===== src/rtl/psat_pkg.sv =====
package psat_pkg;
   typedef enum logic {
      LANE_BYTE = 1'b0,
      LANE_WORD = 1'b1
   } lane_sz_e;

   typedef struct packed {
      lane_sz_e lsz;
      logic     wide;
   } op_mode_t;
endpackage


===== src/rtl/psat_decode.sv =====
module psat_decode
   import psat_pkg::*;
#(
   parameter int OP_W = 8
) (
   input  logic [OP_W-1:0] op_byte,
   input  logic            wide_pfx,
   output op_mode_t        mode
);
   if (OP_W < 1) begin : g_bad_op
      $error("psat_decode: OP_W must be at least 1");
   end

   always_comb begin
      mode.lsz  = lane_sz_e'(op_byte[0]);
      mode.wide = wide_pfx;
   end
endmodule


===== src/rtl/psat_slice.sv =====
module psat_slice #(
   parameter int SLICE_W = 8
) (
   input  logic [SLICE_W-1:0] a,
   input  logic [SLICE_W-1:0] b,
   input  logic               bin,
   output logic [SLICE_W-1:0] diff,
   output logic               bout
);
   localparam int EXT_W = SLICE_W + 1;
   logic [EXT_W-1:0] ext;

   always_comb begin
      ext  = {1'b0, a} - {1'b0, b} - {{SLICE_W{1'b0}}, bin};
      diff = ext[SLICE_W-1:0];
      bout = ext[SLICE_W];
   end
endmodule


===== src/rtl/psat_lane_array.sv =====
module psat_lane_array
   import psat_pkg::*;
#(
   parameter int DATA_W  = 128,
   parameter int SLICE_W = 8
) (
   input  logic [DATA_W-1:0] dst,
   input  logic [DATA_W-1:0] src,
   input  op_mode_t          mode,
   output logic [DATA_W-1:0] res
);
   localparam int NSLICE   = DATA_W / SLICE_W;
   localparam int HALF_SLC = NSLICE / 2;

   logic [NSLICE-1:0] bout;
   logic [NSLICE-1:0] bin;
   logic [NSLICE-1:0] lane_neg;

   for (genvar s = 0; s < NSLICE; s++) begin : g_slc
      localparam int HI = ((s % 2) == 1) ? s : s + 1;
      localparam bit UPPER = (s >= HALF_SLC);
      logic [SLICE_W-1:0] diff;

      if ((s % 2) == 1) begin : g_odd
         assign bin[s] = (mode.lsz == LANE_WORD) ? bout[s-1] : 1'b0;
      end else begin : g_even
         assign bin[s] = 1'b0;
      end

      psat_slice #(.SLICE_W(SLICE_W)) u_slice (
         .a    (dst[s*SLICE_W +: SLICE_W]),
         .b    (src[s*SLICE_W +: SLICE_W]),
         .bin  (bin[s]),
         .diff (diff),
         .bout (bout[s])
      );

      assign lane_neg[s] = (mode.lsz == LANE_WORD) ? bout[HI] : bout[s];

      if (UPPER) begin : g_upper
         assign res[s*SLICE_W +: SLICE_W] =
            (lane_neg[s] || !mode.wide) ? '0 : diff;
      end else begin : g_lower
         assign res[s*SLICE_W +: SLICE_W] = lane_neg[s] ? '0 : diff;
      end
   end
endmodule


===== src/rtl/psat_out_reg.sv =====
module psat_out_reg #(
   parameter int DATA_W = 128
) (
   input  logic              clk,
   input  logic              rst,
   input  logic              ld,
   input  logic [DATA_W-1:0] d,
   output logic [DATA_W-1:0] q,
   output logic              vld
);
   always_ff @(posedge clk) begin
      if (rst) begin
         q   <= '0;
         vld <= 1'b0;
      end else begin
         vld <= ld;
         if (ld) q <= d;
      end
   end
endmodule


===== src/rtl/psat_sub_unit.sv =====
module psat_sub_unit
   import psat_pkg::*;
#(
   parameter int DATA_W  = 128,
   parameter int SLICE_W = 8,
   parameter int OP_W    = 8
) (
   input  logic              clk,
   input  logic              rst,
   input  logic              in_valid,
   input  logic              wide_pfx,
   input  logic [OP_W-1:0]   op_byte,
   input  logic [DATA_W-1:0] dst,
   input  logic [DATA_W-1:0] src,
   output logic [DATA_W-1:0] res,
   output logic              res_valid
);
   localparam int WORD_W = 2 * SLICE_W;

   if ((DATA_W % (2 * WORD_W)) != 0) begin : g_bad_width
      $error("psat_sub_unit: DATA_W must be a multiple of 4*SLICE_W");
   end
   if (SLICE_W < 1) begin : g_bad_slice
      $error("psat_sub_unit: SLICE_W must be positive");
   end

   op_mode_t          mode;
   logic [DATA_W-1:0] sat_res;

   psat_decode #(.OP_W(OP_W)) u_dec (
      .op_byte  (op_byte),
      .wide_pfx (wide_pfx),
      .mode     (mode)
   );

   psat_lane_array #(.DATA_W(DATA_W), .SLICE_W(SLICE_W)) u_lanes (
      .dst  (dst),
      .src  (src),
      .mode (mode),
      .res  (sat_res)
   );

   psat_out_reg #(.DATA_W(DATA_W)) u_oreg (
      .clk (clk),
      .rst (rst),
      .ld  (in_valid),
      .d   (sat_res),
      .q   (res),
      .vld (res_valid)
   );
endmodule


===== config.mk =====
export PLATFORM = sky130hd
export DESIGN_NAME = psat_sub_unit
export DESIGN_NICKNAME = d
export VERILOG_FILES = /design/src/rtl/psat_pkg.sv /design/src/rtl/psat_decode.sv /design/src/rtl/psat_slice.sv /design/src/rtl/psat_lane_array.sv /design/src/rtl/psat_out_reg.sv /design/src/rtl/psat_sub_unit.sv
export SDC_FILE = /design/constraint.sdc
export NUM_CORES = 1
export LEC_CHECK = 0
export ABC_AREA = 0
export BUFFER_PORTS_ARGS = -buffer_cell sky130_fd_sc_hd__clkbuf_2
export CAP_MARGIN = 0
export CORE_AREA = 2 2 155 157
export CTS_CLUSTER_DIAMETER = 120
export DETAILED_ROUTE_END_ITERATION = 16
export DIE_AREA = 0 0 157 159
export PLACE_DENSITY = 0.9
export SLEW_MARGIN = 5
export SYNTH_ARGS = -nofsm -noshare
export SYNTH_HDL_FRONTEND = slang
export SYNTH_SLANG_ARGS = --single-unit

===== constraint.sdc =====
create_clock -name clk -period 5.08 [get_ports clk]
set_input_delay 0.508 -clock clk [delete_from_list [all_inputs] [get_ports clk]]
set_output_delay 0.508 -clock clk [all_outputs]
set_load 0.005 [all_outputs]

==> flow_metrics.env, run 1 <==
export IMPL_p_leak_nw=7.32
export IMPL_seq_power_share_pct=30.0
export IMPL_intPower_w=0.00244
export IMPL_routabilityCongestion=0.951
export IMPL_multiInputGateArea_sq_um=7610
export IMPL_drt_iter0_drc=585
export IMPL_grt_ovfl_total=0
export IMPL_crit_slowest_cell="fa_1"
export IMPL_crit_fanout=6
export IMPL_grt_pass1_wl_mm=55.7
export IMPL_yosysWarnings=0
export IMPL_synth_flop_cell="dfxtp_1"
export IMPL_crit_type="input port to flop"
export IMPL_drc_errors=0
export IMPL_first_global_vias=11500
export IMPL_finalSetupViolCount=0
export IMPL_cts_reportedPaths_clkPinSlew_ns=0.06
export IMPL_start_kind="input port"
export IMPL_power_density_nw_per_um2=267
export IMPL_antenna_found_initial=3
export IMPL_drt_antenna_violating_nets=0
export IMPL_tns_ns=0
export IMPL_outcome="completed"
export IMPL_timing_fmax_mhz=236
export IMPL_clockPowerShare_pct=33.6
export IMPL_yosysUniqueCellTypes=68
export IMPL_period_share_pct=83.5
export IMPL_ios=397
export IMPL_syn_avg_cell_area_sq_um=8.14
export IMPL_ys_seq_area_share_pct=23.1
export IMPL_root_buffer="clkbuf_16"
export IMPL_htreeDepth=4
export IMPL_hold_viol=0
export IMPL_post_cts_buffers=0
export IMPL_fp_row_count=56
export IMPL_area_growth_pct=25.8
export IMPL_ir_drop_mv=0.174
export IMPL_firstDrtPassIters=5
export IMPL_finalCoreUtilization_pct=60.8
export IMPL_clk_latency_ns=0.41
export IMPL_synth_area_sq_um=11200
export IMPL_fp_dieH_microns=159
export IMPL_switching_share_pct=35.0
export IMPL_relSlewSlack_pct=38.5
export IMPL_dp_hpwl_mm=28.4
export IMPL_max_cap_violations=0
export IMPL_wl_per_cell_microns=16.7
export IMPL_finalNetCount=2231
export IMPL_finClkSkew_ns=0
export IMPL_die_area_sq_um=25000
export IMPL_synthCells=1377
export IMPL_clock_sinks=129
export IMPL_die_x_microns=157
export IMPL_combPwrFrac_pct=36.3
export IMPL_nFillCells=1972
export IMPL_cts_resized=0
export IMPL_worstMarginPinSlew_ns=0.920
export IMPL_async_flop_share_pct=0
export IMPL_cp_required_ns=5.41
export IMPL_end_kind="flop"
export IMPL_port_buffers=389
export IMPL_syn_num_nets=1845
export IMPL_arrival_ns=4.58
export IMPL_rsz0062_at_grt="false"
export IMPL_cts_inserted_buffers=17
export IMPL_slowest_delay_ns=0.46
export IMPL_ys_seq_elements=129
export IMPL_cts_tree="done"
export IMPL_drive_above_1_share_pct=25.5
export IMPL_period_minus_slack_ns=4.24
export IMPL_holdBufCountCts=0
export IMPL_p_switching_w=0.00132
export IMPL_synth_edff_count=0
export IMPL_viasPerCell=5.40
export IMPL_clockBufferDepth=2
export IMPL_core_area_sq_um=23200
export IMPL_grt_max_degree=74
export IMPL_start_util_pct=48.3
export IMPL_seqCellArea_sq_um=2580
export IMPL_slew_violations=0
export IMPL_num_vias=11300
export IMPL_crit_chain="clkbuf_2 > inv_1 > ha_1 > inv_1 > fa_1 > a21o_1 > a21oi_1 > o21ai_0 > a21oi_1 > nand2_1 > fa_1 > fa_1 > nor3b_2 > o211ai_1 > a211oi_2 > and2_1 > nand3_1 > a21oi_1"
export IMPL_drt_total_wl_mm=35.0
export IMPL_min_path_type="flop to flop"
export IMPL_grt_usage_pct=27.9
==> kinds of logic (layout without fill, tap and decap cells) <==
group                      Yosys count  in the layout  synth area share [%]
AOI/OAI and AO/OA                  390            390                  23.6
and+or+nand+nor                    294            294                  12.9
buffers and inverters              270            669                  9.12
adders and majority gates          200            200                  23.9
DFF                                129            129                  23.1
xor gates and xnor gates            92             92                  7.26
muxes                                2              2                 0.179
other                                0              1                     0
==> power by group through the flow <==
stage	clock, W	sequential (W)	combinational [W]
detailed placement	0	0.00115	0.00135
global route	0.00132	0.00114	0.00153
floorplan	0	0.00115	0.000905
global placement	0	0.00115	0.00129
CTS	0.00129	0.00113	0.00136
finish	0.00126	0.00113	0.00137
==> Yosys cell counts (all sizes together), types with 20 or more instances <==
master / count / share of area [%]
a21o: 20 / 1.3
inv: 239 / 8.0
nand2: 111 / 3.7
ha: 176 / 20
nand3: 38 / 1.7
clkbuf: 28 / 0.94
xor2: 41 / 3.3
o21ai: 75 / 3.4
a21oi: 129 / 5.9
xnor2: 51 / 4.0
a22o: 37 / 3.0
dfxtp: 129 / 23
nand2b: 30 / 1.7
fa: 24 / 4.3
nor2: 55 / 1.8
==> critical path, delay by kind of cell <==
| kind | cells | cell delay (ns) |
|---|---|---|
| AOI/OAI and AO/OA | 7 | 1.68 |
| adders and majority gates | 4 | 1.44 |
| buffers and inverters | 3 | 0.18 |
| and+or+nand+nor | 4 | 0.77 |
==> final timing paths <==
path                      start            end  slack (ns)  depth (start not counted)
setup / recovery        dst[80]   u_oreg.q[93]        0.84                         18
hold reg to reg   u_oreg.q[123]  u_oreg.q[123]        0.45                          2
hold / removal    u_oreg.q[123]  u_oreg.q[123]        0.45                          2
setup reg to reg  u_oreg.q[127]  u_oreg.q[127]        4.16                          4
==> per-stage QoR <==
| stage | std cells | hold WS [ns] | cell area (sq um) | power [W] | worst slack (ns) |
|---|---|---|---|---|---|
| after floorplan | 1377 | 0.449 | 11200 | 0.00206 | 1.15 |
| after global placement | 2063 | 0.436 | 13500 | 0.00244 | 0.481 |
| after detailed placement | 2063 | 0.443 | 13500 | 0.00250 | 0.340 |
| after CTS | 2095 | 0.451 | 14100 | 0.00378 | 0.764 |
| after global routing | 2095 | 0.460 | 14100 | 0.00399 | 0.421 |
| final | 2096 | 0.452 | 14100 | 0.00376 | 0.836 |
==> routing by layer <==
layer  track usage (%)  share of wire (%)  up-vias
li1                  -                  -     5526
met5                 0              0.066        -
met2              51.3                 50      480
met1              28.9                 37     5199
met4              13.3                4.3        4
met3              7.73                8.1      113
==> sequential cells by signal, indices dropped and copies added, names as in the netlist <==
register / flops
u_oreg.q: 128
u_oreg.vld: 1
==> final cells by class <==
class | instances | share of cell area, %
inverter | 239 | 6.36
multi-input combinational | 978 | 54.0
timing repair buffer | 398 | 14.3
sequential | 129 | 18.3
antenna | 1 | 0.0178
clock inverter | 13 | 1.07
clock buffer | 19 | 3.14
tap | 319 | 2.83
==> cells in the final DEF, fill, tap and decap left out, types with 9 or more instances in the layout <==
cell type	n
a22oi_1	12
nand2b_1	30
fa_1	24
o21a_1	16
nor2b_1	9
xor2_1	40
clkbuf_16	17
buf_4	9
nor3b_1	10
o31ai_1	14
a211oi_1	13
dfxtp_1	129
a21oi_1	128
o21ai_0	72
clkbuf_2	388
o211ai_1	15
xnor2_1	51
a22o_1	30
ha_1	176
nand2_1	111
inv_1	238
nand3_1	38
nand3b_1	10
a21o_1	20
nor2_1	54
Power figures use the tool's default switching activity.
==> run 2: changes to the inputs <==
ABC_AREA = 1   (was 0)
CORE_AREA = unset   (was 2 2 155 157)
CORE_UTILIZATION = 48   (was unset)
DIE_AREA = unset   (was 0 0 157 159)
PLACE_DENSITY = 0.91   (was 0.9)
clock period = 3.5 ns   (was 5.08 ns; I/O delays follow)
==> run 2 against run 1 <==
  * Flip-flop and latch count did not move
  * Clock power rose by 48%
  * Cell area rose by 10%
  * Via count rose by 21%
  * Synthesized cell count rose by 44%
  * Global-route usage fell by 0.17 points
  * Count of clock-buffer cells in the layout did not move
  * Critical path depth did not move
==> flow_metrics.env, run 2 <==
export IMPL_start_util_pct=48.7
export IMPL_min_path_cells=4
export IMPL_period_minus_slack_ns=3.11
export IMPL_ys_seq_area_share_pct=20.4
export IMPL_tns_ns=0
export IMPL_end_kind="flop"
export IMPL_num_vias=13700
export IMPL_multiInputGateArea_sq_um=8300
export IMPL_reg2reg_to="u_oreg.q[95]"
export IMPL_clk_latency_ns=0.41
export IMPL_hold_ws_ns=0.316
export IMPL_synthMostInstantiatedCell="nand2_1"
export IMPL_cts_resized=0
export IMPL_min_path_type="input port to flop"
export IMPL_fp_row_count=59
export IMPL_drc_errors=0
export IMPL_area_growth_pct=22.8
export IMPL_synth_edff_count=0
export IMPL_core_area_sq_um=26000
export IMPL_timing_fmax_mhz=321
export IMPL_syn_num_nets=2447
export IMPL_cts_inserted_buffers=17
export IMPL_dp_hpwl_mm=30.8
export IMPL_dp_worst_setup_slack_ns=0.0305
export IMPL_yosysUniqueCellTypes=32
export IMPL_drive_above_1_share_pct=20.5
export IMPL_die_x_microns=164
export IMPL_cp_required_ns=3.84
export IMPL_grt_max_degree=75
export IMPL_drt_iter0_drc=875
export IMPL_ios=397
export IMPL_syn_avg_cell_area_sq_um=6.39
export IMPL_finalNetCount=2821
export IMPL_synth_area_leader_cell="dfxtp_1"
export IMPL_grt_ovfl_total=0
export IMPL_htreeDepth=4
export IMPL_clockBufferDepth=2
export IMPL_arrival_ns=3.45
export IMPL_crit_type="input port to flop"
export IMPL_reg2reg_from="u_oreg.q[95]"
export IMPL_min_to="u_oreg.q[64]"
export IMPL_top_regs="u_oreg.q x128, u_oreg.vld x1"
export IMPL_power_density_nw_per_um2=364
export IMPL_die_area_sq_um=27000
export IMPL_fp_dieH_microns=164
export IMPL_cts_reportedPaths_clkPinSlew_ns=0.07
export IMPL_drt_total_wl_mm=38.1
export IMPL_layout_common_cells="nand2_1, inv_1, clkbuf_2"
export IMPL_cts_tree="done"
export IMPL_async_flop_share_pct=0
export IMPL_synth_area_leaders="dfxtp_1, ha_1, nand2_1"
export IMPL_grt_pass1_wl_mm=59.7
export IMPL_start_kind="input port"
export IMPL_nFillCells=2413
export IMPL_port_buffers=389
export IMPL_outcome="completed"
export IMPL_grt_usage_pct=27.8
export IMPL_synthCells=1979
export IMPL_seqCellArea_sq_um=2580
export IMPL_holdBufCountCts=0
export IMPL_rsz0062_at_grt="false"
export IMPL_crit_slowest_cell="fa_1"
export IMPL_yosys_top_cells_count="nand2_1, inv_1, ha_1"
export IMPL_synthDominantCellAreaShare_pct=20.4
export IMPL_path_delay_family="adder cells"
export IMPL_ys_seq_elements=129
export IMPL_hold_viol=0
export IMPL_r2r_cells=4
export IMPL_regMostFlops="u_oreg.q"
export IMPL_firstDrtPassIters=5
export IMPL_post_cts_buffers=0
export IMPL_setup_slack_ns=0.387
export IMPL_clock_sinks=129
export IMPL_first_global_vias=13000
export IMPL_period_share_pct=88.9
export IMPL_largest_reg_flops=128
export IMPL_synth_flop_cell="dfxtp_1"
export IMPL_reg2reg_setup_slack_ns=2.73
export IMPL_crit_chain="clkbuf_2 > inv_1 > ha_1 > inv_1 > fa_1 > nand2_1 > nand3_1 > nand2_1 > nand3_1 > fa_1 > fa_1 > nand3_1 > nand3_2 > nand2_2 > nand3_1 > nand2_2 > nand3_1 > a21oi_1"
export IMPL_ir_drop_mv=0.204
export IMPL_worstMarginPinSlew_ns=0.883
export IMPL_max_cap_violations=0
export IMPL_routabilityCongestion=0.988
export IMPL_root_buffer="clkbuf_16"
export IMPL_min_from="src[64]"
export IMPL_cp_common_cell="nand3_1"
export IMPL_synth_area_sq_um=12600
export IMPL_crit_fanout=8
export IMPL_slew_violations=0
export IMPL_slowest_delay_ns=0.45
export IMPL_antenna_found_initial=10
export IMPL_wl_per_cell_microns=14.1
export IMPL_finalSetupViolCount=0
export IMPL_final_common_cell="nand2_1"
export IMPL_viasPerCell=5.07
export IMPL_drt_antenna_violating_nets=0
export IMPL_finClkSkew_ns=0
export IMPL_relSlewSlack_pct=41.1
export IMPL_yosysWarnings=0
export IMPL_p_leak_nw=8.91
export IMPL_crit_buf_inv=3
run 2: cell types whose count changed after synthesis, sizes merged, moves of 30 or more:
cell	before	now
nand2	111	588
inv	239	418
nand3	38	152
nor2	55	121
o21ai	75	16
a21oi	129	181
a22o	37	0
nand2b	30	0
run 2: layout make-up:
class / count / share of cell area (%)
Antenna cell: 6 / 0.0967
Clock buffer: 19 / 2.92
Clock inverter: 13 / 0.975
Inverter: 420 / 10.2
Multi-Input combinational cell: 1387 / 53.4
Sequential cell: 129 / 16.6
Tap cell: 335 / 2.70
Timing Repair Buffer: 398 / 13.1
run 2: layer usage:
metal | wire length, microns | vias to the layer above | global-route usage (%) | share of wire [%]
li1 | - | 6901 | - | -
met1 | 14800 | 6154 | 30.7 | 39
met2 | 18500 | 546 | 48.6 | 49
met3 | 3110 | 121 | 7.27 | 8.2
met4 | 1590 | 8 | 14.5 | 4.2
met5 | 61 | - | 0 | 0.16
run 2: logic make-up after synthesis:
family / count (synthesis) / share of synthesized area [%]
and+or+nand+nor: 926 / 31.9
buffers and inverters: 463 / 14.0
AOI/OAI and AO/OA: 208 / 8.80
adders and majority gates: 200 / 21.2
DFF: 129 / 20.4
xor gates and xnor gates: 53 / 3.67
run 2: worst register-to-register path, cell delays in order (launching register included):
cell	delay, ns
dfxtp_1	0.36
inv_1	0.07
nor2_1	0.03
nor2_1	0.12
nor2_1	0.05
run 2: worst max path at each step:
stage / cells after the start / from / endpoint
2_1_floorplan: 20 / dst[96] / u_oreg.q[97]
3_3_place_gp: 20 / dst[48] / u_oreg.q[55]
3_5_place_dp: 18 / dst[32] / u_oreg.q[42]
4_1_cts: 18 / dst[32] / u_oreg.q[42]
5_1_grt: 20 / dst[48] / u_oreg.q[52]
6_report: 18 / dst[32] / u_oreg.q[42]
run 2: power by group:
part | switching (W) | total, W | leakage (nW) | internal, W
Combinational | 0.00129 | 0.00216 | 7.56 | 0.000871
Sequential | 0.0000596 | 0.00163 | 1.05 | 0.00157
Clock | 0.000770 | 0.00187 | 0.295 | 0.00110
run 2: stage by stage:
step           instance area (sq um)  instances  util [%]  total power [W]
2_1_floorplan                  12600       1979         -          0.00314
3_3_place_gp                   14900       2669      57.4          0.00370
3_5_place_dp                   14900       2669      57.4          0.00379
4_1_cts                        15500       2701      59.7          0.00567
5_1_grt                        15500       2705      59.7          0.00604
6_report                       15500       2707      59.8          0.00566
==> run 3: changes to the inputs <==
MAX_ROUTING_LAYER = met4   (was unset)
==> run 3 against run 2 <==
  * First-iteration DRC count increased by 5.3%
  * Via count decreased by 0.13%
  * Cell count increased by 0.22%
  * Clock skew unchanged
  * Clock power decreased by 6%
  * Worst setup slack improved by 0.022 ns
  * Cell area about the same
  * Non-clock buffer count increased by 2
  * Global-route usage increased by 0.75 points
  * Worst hold slack improved by 0.015 ns
  * Critical path depth increased by 1
==> flow_metrics.env, run 3 (synthesized netlist as in run 2, its figures left out) <==
export IMPL_num_vias=13700
export IMPL_holdBufCountCts=0
export IMPL_arrival_ns=3.35
export IMPL_fp_row_count=59
export IMPL_htreeDepth=4
export IMPL_crit_buf_inv=3
export IMPL_final_area_sq_um=15500
export IMPL_drt_antenna_violating_nets=0
export IMPL_hold_viol=0
export IMPL_outcome="completed"
export IMPL_finalNetCount=2823
export IMPL_cp_required_ns=3.76
export IMPL_setup_slack_ns=0.409
export IMPL_layout_common_cells="nand2_1, inv_1, clkbuf_2"
export IMPL_tns_ns=0
export IMPL_drt_iter0_drc=921
export IMPL_fp_dieH_microns=164
export IMPL_min_path_type="input port to flop"
export IMPL_cts_reportedPaths_clkPinSlew_ns=0.07
export IMPL_crit_chain="clkbuf_2 > inv_1 > ha_1 > inv_1 > fa_1 > nand3_1 > nand3_1 > nand2_1 > nand3_1 > fa_1 > fa_1 > nand3_1 > nand3_2 > nand2_2 > nand2_2 > nand2_2 > nand3_2 > nand3_1 > a21oi_1"
export IMPL_drc_errors=0
export IMPL_cts_tree="done"
export IMPL_largest_reg_flops=128
export IMPL_slowest_delay_ns=0.45
export IMPL_fin_cells=2713
export IMPL_relSlewSlack_pct=40.2
export IMPL_crit_fanout=8
export IMPL_grt_ovfl_total=0
export IMPL_start_kind="input port"
export IMPL_drt_total_wl_mm=38.1
export IMPL_path_delay_family="adder cells"
export IMPL_dp_worst_setup_slack_ns=0.0000908
export IMPL_ir_drop_mv=0.277
export IMPL_period_minus_slack_ns=3.09
export IMPL_core_area_sq_um=26000
export IMPL_period_share_pct=88.3
export IMPL_power_w=0.00555
export IMPL_grt_max_degree=74
export IMPL_crit_slowest_cell="fa_1"
export IMPL_root_buffer="clkbuf_16"
export IMPL_cts_inserted_buffers=17
export IMPL_timing_fmax_mhz=324
export IMPL_regMostFlops="u_oreg.q"
export IMPL_rsz0062_at_grt="false"
export IMPL_clock_sinks=129
export IMPL_worstMarginPinSlew_ns=0.897
export IMPL_max_cap_violations=0
export IMPL_clk_latency_ns=0.40
export IMPL_slew_violations=0
export IMPL_top_regs="u_oreg.q x128, u_oreg.vld x1"
export IMPL_end_kind="flop"
export IMPL_power_density_nw_per_um2=358
export IMPL_wl_per_cell_microns=14.1
export IMPL_finClkSkew_ns=0
export IMPL_dp_hpwl_mm=31.1
export IMPL_area_growth_pct=22.7
export IMPL_cts_resized=0
export IMPL_ios=397
export IMPL_crit_type="input port to flop"
export IMPL_firstDrtPassIters=7
export IMPL_p_leak_nw=8.89
export IMPL_finalSetupViolCount=0
export IMPL_viasPerCell=5.05
export IMPL_drive_above_1_share_pct=20.5
export IMPL_die_area_sq_um=27000
export IMPL_dp_cells=2671
export IMPL_post_cts_buffers=0
export IMPL_port_buffers=389
export IMPL_routabilityCongestion=0.985
export IMPL_nFillCells=2347
export IMPL_die_x_microns=164
export IMPL_place_area_sq_um=14900
export IMPL_grt_pass1_wl_mm=59.1
export IMPL_grt_usage_pct=28.5
export IMPL_cp_common_cell="nand3_1"
export IMPL_start_util_pct=48.7
export IMPL_final_common_cell="nand2_1"
export IMPL_clockBufferDepth=2
export IMPL_first_global_vias=13000
export IMPL_antenna_found_initial=10
## run 3: metrics by stage
step / utilization [%] / hold slack (ns)
after global routing: 59.7 / 0.323
after CTS: 59.6 / 0.312
after global placement: 57.4 / 0.451
final: 59.7 / 0.331
after floorplan: - / 0.461
after detailed placement: 57.4 / 0.456
## run 3: layer usage
layer | GRT usage (%) | vias to the layer above | wire length, microns | part of all wire (%)
li1 | - | 6912 | - | -
met1 | 30.4 | 6096 | 15000 | 39
met2 | 48.4 | 580 | 18200 | 48
met3 | 6.84 | 124 | 3110 | 8.2
met4 | 15.8 | 0 | 1830 | 4.8
met5 | - | - | 0 | 0
## run 3: worst paths after layout
path                startpoint      endpoint  slack (ns)  cells past startpoint
setup / recovery       dst[80]  u_oreg.q[85]        0.41                     19
hold / removal         src[64]  u_oreg.q[64]        0.33                      4
setup reg to reg  u_oreg.q[95]  u_oreg.q[95]        2.73                      4
hold reg to reg    u_oreg.q[0]   u_oreg.q[0]        0.46                      2
## run 3: worst register-to-register path, stage by stage, from the launching register on
cell and delay, ns:
dfxtp_1 0.36, inv_1 0.07, nor2_1 0.03, nor2_1 0.12
nor2_1 0.04
## run 3: layout make-up
cell class	count	area (sq um)	area share [%]
clock inverters	14	131	0.846
flip-flops and latches	129	2580	16.6
repair buffers	400	2040	13.2
multi-input cells	1387	8300	53.5
diodes	10	25.0	0.161
clock buffers	18	439	2.83
inverters	420	1580	10.2
well taps	335	419	2.70
## run 3: report_power, final
group | switching (W) | internal [W]
clock network | 0.000757 | 0.00101
logic | 0.00128 | 0.000873
registers | 0.0000602 | 0.00157
total | 0.00210 | 0.00345
